[config.mk]
export PLATFORM = sky130hd
export DESIGN_NAME = pwm_reload_timer
export DESIGN_NICKNAME = d
export VERILOG_FILES = /design/src/rtl/pwm_timer_pkg.sv /design/src/rtl/pwm_prescaler.sv /design/src/rtl/pwm_count_core.sv /design/src/rtl/pwm_out_stage.sv /design/src/rtl/pwm_reload_timer.sv
export SDC_FILE = /design/constraint.sdc
export NUM_CORES = 1
export LEC_CHECK = 0
export BUFFER_PORTS_ARGS = -buffer_cell sky130_fd_sc_hd__buf_4
export CAP_MARGIN = 10
export CORE_ASPECT_RATIO = 2
export CORE_UTILIZATION = 45
export CTS_BUF_LIST = sky130_fd_sc_hd__clkbuf_4 sky130_fd_sc_hd__clkbuf_8
export DETAILED_ROUTE_END_ITERATION = 12
export PLACE_DENSITY = 0.67
export REMOVE_ABC_BUFFERS = 1
export SLEW_MARGIN = 20
export SYNTH_ARGS = -nofsm -noshare
export SYNTH_HDL_FRONTEND = slang
export SYNTH_SLANG_ARGS = --single-unit
[constraint.sdc]
create_clock -name clk_i -period 4 [get_ports clk_i]
set_input_delay 0 -clock clk_i [delete_from_list [all_inputs] [get_ports clk_i]]
set_output_delay 0 -clock clk_i [all_outputs]
set_load 0.02 [all_outputs]
[src/rtl/pwm_timer_pkg.sv]
package pwm_timer_pkg;
  localparam int unsigned CNT_W_DEF   = 16;
  localparam int unsigned PSEL_W_DEF  = 3;

  // width of the prescale phase counter for a given select width
  function automatic int unsigned phase_width(input int unsigned sel_w);
    return (1 << sel_w) - 1;
  endfunction
endpackage

[src/rtl/pwm_prescaler.sv]
module pwm_prescaler import pwm_timer_pkg::*; #(
  parameter int unsigned PSEL_W = PSEL_W_DEF
) (
  input  logic              clk_i,
  input  logic              rst_ni,
  input  logic              en_i,
  input  logic [PSEL_W-1:0] sel_i,
  output logic              tick_o
);
  localparam int unsigned PH_W = phase_width(PSEL_W);

  logic [PH_W-1:0] phase_q;
  logic [PH_W-1:0] mask;

  for (genvar i = 0; i < PH_W; i++) begin : g_mask
    assign mask[i] = (32'(sel_i) > i);
  end

  assign tick_o = en_i && (&(phase_q | ~mask));

  always_ff @(posedge clk_i or negedge rst_ni) begin
    if (!rst_ni)    phase_q <= '0;
    else if (!en_i) phase_q <= '0;
    else            phase_q <= phase_q + 1'b1;
  end


  tick_spacing_chk: assert property (@(posedge clk_i) disable iff (!rst_ni)
    (en_i && sel_i != '0 && tick_o) |=> (!tick_o || sel_i != $past(sel_i)));

  idle_no_tick_chk: assert property (@(posedge clk_i) disable iff (!rst_ni)
    (!en_i && sel_i != '0) |=> (!tick_o || sel_i != $past(sel_i)));
endmodule

[src/rtl/pwm_count_core.sv]
module pwm_count_core import pwm_timer_pkg::*; #(
  parameter int unsigned CNT_W = CNT_W_DEF
) (
  input  logic             clk_i,
  input  logic             rst_ni,
  input  logic             en_i,
  input  logic             tick_i,
  input  logic [CNT_W-1:0] reload_i,
  input  logic [CNT_W-1:0] match_i,
  output logic [CNT_W-1:0] cnt_o,
  output logic             wrap_o,
  output logic             match_o
);
  localparam logic [CNT_W-1:0] RESTART = CNT_W'(1);

  logic [CNT_W-1:0] cnt_q, rel_q, mat_q;
  logic             capture;

  assign wrap_o  = tick_i && (cnt_q == rel_q);
  assign match_o = tick_i && (cnt_q == mat_q) && !wrap_o;
  assign capture = !en_i || wrap_o;
  assign cnt_o   = cnt_q;

  always_ff @(posedge clk_i or negedge rst_ni) begin
    if (!rst_ni) begin
      cnt_q <= RESTART;
      rel_q <= '0;
      mat_q <= '0;
    end else begin
      if (capture) begin
        rel_q <= reload_i;
        mat_q <= match_i;
      end
      if (!en_i || wrap_o) cnt_q <= RESTART;
      else if (tick_i)     cnt_q <= cnt_q + 1'b1;
    end
  end


  wrap_restart_chk: assert property (@(posedge clk_i) disable iff (!rst_ni)
    wrap_o |=> (cnt_q == RESTART));

  step_one_chk: assert property (@(posedge clk_i) disable iff (!rst_ni)
    (tick_i && !wrap_o && en_i) |=> (cnt_q == CNT_W'($past(cnt_q) + 1'b1)));

  hold_chk: assert property (@(posedge clk_i) disable iff (!rst_ni)
    (en_i && !tick_i) |=> $stable(cnt_q));

  shadow_hold_chk: assert property (@(posedge clk_i) disable iff (!rst_ni)
    (en_i && !wrap_o) |=> ($stable(rel_q) && $stable(mat_q)));
endmodule

[src/rtl/pwm_out_stage.sv]
module pwm_out_stage (
  input  logic clk_i,
  input  logic rst_ni,
  input  logic en_i,
  input  logic pol_i,
  input  logic tick_i,
  input  logic wrap_i,
  input  logic match_i,
  output logic pwm_o
);
  logic pwm_q;

  always_ff @(posedge clk_i or negedge rst_ni) begin
    if (!rst_ni)               pwm_q <= 1'b0;
    else if (!en_i || wrap_i)  pwm_q <= pol_i;
    else if (match_i)          pwm_q <= ~pol_i;
  end

  assign pwm_o = pwm_q;


  idle_level_chk: assert property (@(posedge clk_i) disable iff (!rst_ni)
    !en_i |=> (pwm_q == $past(pol_i)));

  change_on_tick_chk: assert property (@(posedge clk_i) disable iff (!rst_ni)
    (en_i && !tick_i) |=> $stable(pwm_q));

  wrap_idle_chk: assert property (@(posedge clk_i) disable iff (!rst_ni)
    (en_i && wrap_i) |=> (pwm_q == $past(pol_i)));
endmodule

[src/rtl/pwm_reload_timer.sv]
module pwm_reload_timer import pwm_timer_pkg::*; #(
  parameter int unsigned CNT_W  = CNT_W_DEF,
  parameter int unsigned PSEL_W = PSEL_W_DEF
) (
  input  logic              clk_i,
  input  logic              rst_ni,
  input  logic              en_i,
  input  logic              pol_i,
  input  logic [CNT_W-1:0]  reload_i,
  input  logic [CNT_W-1:0]  match_i,
  input  logic [PSEL_W-1:0] prescale_i,
  output logic [CNT_W-1:0]  count_o,
  output logic              pwm_o,
  output logic              irq_o
);
  logic tick, wrap, hit;

  pwm_prescaler #(.PSEL_W(PSEL_W)) i_pre (
    .clk_i, .rst_ni, .en_i, .sel_i(prescale_i), .tick_o(tick)
  );

  pwm_count_core #(.CNT_W(CNT_W)) i_cnt (
    .clk_i, .rst_ni, .en_i, .tick_i(tick),
    .reload_i, .match_i, .cnt_o(count_o), .wrap_o(wrap), .match_o(hit)
  );

  pwm_out_stage i_out (
    .clk_i, .rst_ni, .en_i, .pol_i, .tick_i(tick),
    .wrap_i(wrap), .match_i(hit), .pwm_o
  );

  assign irq_o = wrap;


  irq_restart_chk: assert property (@(posedge clk_i) disable iff (!rst_ni)
    irq_o |=> (count_o == CNT_W'(1)));

  irq_idle_chk: assert property (@(posedge clk_i) disable iff (!rst_ni)
    !en_i |-> !irq_o);
endmodule

==> results by group <==
Status
  – Status: complete, no violations

Yosys
  – Ys flop type: dfrtp_1
  – Netlist cell types: 40
  – Post-synthesis sequential area ratio: 0.477
  – Synth area leader: dfrtp_1
  – Post-synth EDFFs: 0
  – Async set or reset register ratio after synthesis: 1.00
  – Top cell type's share of synthesized area: 0.468
  – Synth area leaders: dfrtp_1 47%, mux2_1 11%, xnor2_1 6.0%
  – Synth Cell Area: 2940 sq um
  – Cells after Synth: 263
  – Syn avg cell area: 11.2 sq um
  – Warnings from Yosys: 0
  – Synth Register Bits: 56

Timing
  – Slew Viols, Final: 0
  – Skew final: 6.79 ps
  – Final setup fails: 0
  – Final Hold Fails: 0
  – Final min period: 2440 ps
  – Hold slack: 207 ps
  – Slew headroom: 0.523
  – Max Clock Freq: 409 MHz
  – Worst slew pin tran: 715 ps
  – Period utilisation layout: 0.611
  – TNS Setup: 0 ps
  – RSZ-0062 raised after global routing: false

Die
  – Io pins: 57
  – Die area: 6880 sq um
  – Die extent in y: 116 um
  – Initial core utilization: 0.466
  – Std-Cell Rows: 41
  – Die Span X: 59.1 um
  – Core area: 6310 sq um

Route
  – DR vias/cell: 5.31
  – Vias: 2,299
  – Post-route ant nets: 0
  – Iter 0 DRT Violations: 44
  – Drc violations: 0
  – Routed wire per std cell: 15.5 um
  – Detailed Routing Iterations Pass 1: 4
  – Final wirelength: 6720 um

Power
  – Combinational power share: 0.148
  – Sw frac: 0.247
  – Switching power: 281 uW
  – Static leakage: 0.00161 uW
  – Total chip power: 1140 uW
  – Seq pwr share: 0.555
  – Clock Power Share: 0.298
  – Pint: 858 uW
  – Pwr Density: 297 nW/um^2
  – Worst IR drop on VDD: 0.277 mV

Finish
  – Ratio of cells with drive above 1 in the final layout: 0.219
  – Layout net count: 387
  – Diode count: 0
  – Cell area after layout: 3840 sq um
  – Fill count: 552
  – P&R area growth vs syn: 30.7%
  – Fin util: 0.609

CTS
  – TritonCTS Sinks: 56
  – Num CTS Buffers: 5
  – H-tree Lvls: 2
  – Deepest clock path buffer count: 2
  – Clock transition at the registers of the reported paths: 100 ps
  – CTS tree: yes
  – Clk_lat worst skew: 320 ps
  – CTS resizes: 0
  – Root buffer cell: clkbuf_8

Place
  – DP Area: 3390 sq um
  – PortBufs: 56
  – Post-DP HPWL: 4520 um
  – GPL Wtd Cong: 0.762

Job
  – Maxcap violations: 0

GRT
  – Vias in the first global route: 2,329
  – Grt ovf: 0
  – Largest net degree at the start of global routing: 57
  – Initial antenna violation count: 0
  – First-pass GRT wire length: 10,800 um
  – Tot GR Track Use: 0.217

Critical path
  – CP endpoint kind: flip-flop
  – Worst Path Required: 4210 ps
  – CP Max Fanout: 47
  – Arr. time, crit path: 2650 ps
  – Critical path class: reg -> reg
  – Critical Path Start Type: flip-flop

Min path
  – Hold Crit Class: in -> reg
-- routing by layer --
metal	vias up	global-route usage	share of wire
met4	0	0.119	0.038
met5	-	0	0
li1	1112	-	-
met2	45	0.383	0.55
met1	1124	0.233	0.38
met3	18	0.0498	0.031
-- worst paths after layout --
check                          startpoint             end  slack [ps]  cells past startpoint
max reg2reg                i_cnt.cnt_o[0]  i_cnt.rel_q[5]        1560                      6
min reg2reg                i_cnt.mat_q[5]  i_cnt.mat_q[5]         510                      1
max in group asynchronous          rst_ni  i_cnt.mat_q[6]        3250                      2
min in group asynchronous          rst_ni  i_cnt.rel_q[0]         270                      2
min                         prescale_i[0]     i_out.pwm_o         210                      5
max                        i_cnt.cnt_o[0]  i_cnt.rel_q[5]        1560                      6
-- repair_timing --
action                                 CTS  global route
buffers inserted                         0             0
endpoints found under the hold margin   90             0
hold buffers                            35             0
-- state kept, by name (all words and copies together), names as in the netlist --
signal         cells
i_cnt.mat_q       16
i_cnt.cnt_o       16
i_pre.phase_q      7
i_cnt.rel_q       16
i_out.pwm_o        1
-- power by group through the flow --
stage	registers (uW)	logic, uW	clock network (uW)
finish	632	168	339
global route	637	187	370
CTS	632	171	349
detailed placement	644	143	0
global placement	643	141	0
floorplan	638	76.4	0
-- metrics by stage --
step / setup slack, ps / instances
after global routing: 1450 / 433
after floorplan: 682 / 246
final: 1560 / 433
after CTS: 1550 / 433
after detailed placement: 1570 / 390
after global placement: 1570 / 390
-- logic make-up after synthesis --
kind of cell               share of synthesized area
DFF                                            0.477
muxes                                          0.123
adders and majority gates                    0.00851
AOI/OAI and AO/OA                             0.0877
buffers and inverters                         0.0443
and+or+nand+nor                                0.149
xor gates and xnor gates                       0.110
-- cell usage after synthesis (all sizes together), types with 8 or more instances --
master	count
mux2	32
or4	13
o31ai	12
a21oi	14
xor2	17
nand4	11
xnor2	20
nand2	12
clkbuf	9
buf	8
dfrtp	55
-- cell type report --
class / instances / area, sq um / share of cell area
Multi-Input combinational cell: 184 / 1410 / 0.368
Tap cell: 86 / 108 / 0.0280
Clock buffer: 8 / 97.6 / 0.0254
Sequential cell: 56 / 1400 / 0.365
Timing Repair Buffer: 93 / 798 / 0.208
Inverter: 6 / 22.5 / 0.00586
-- cell usage in the layout (no fill, tap or decap), drive strengths merged, types with 11 or more instances in the layout --
master,Yosys,final
dfrtp,55,55
o31ai,12,12
a21oi,14,14
nand2,12,12
mux2,32,32
xor2,17,17
xnor2,20,20
dlygate4sd3,0,35
buf,8,58
nand4,11,11
or4,13,13
-- critical path, stage by stage, from the launching register on --
cell and delay (ps):
dfstp_2 620, xnor2_1 140, nand4_1 160, or4_4 600, o21ai_4 160, buf_12 260
mux2_2 370
(Power assumes the default switching activity.)
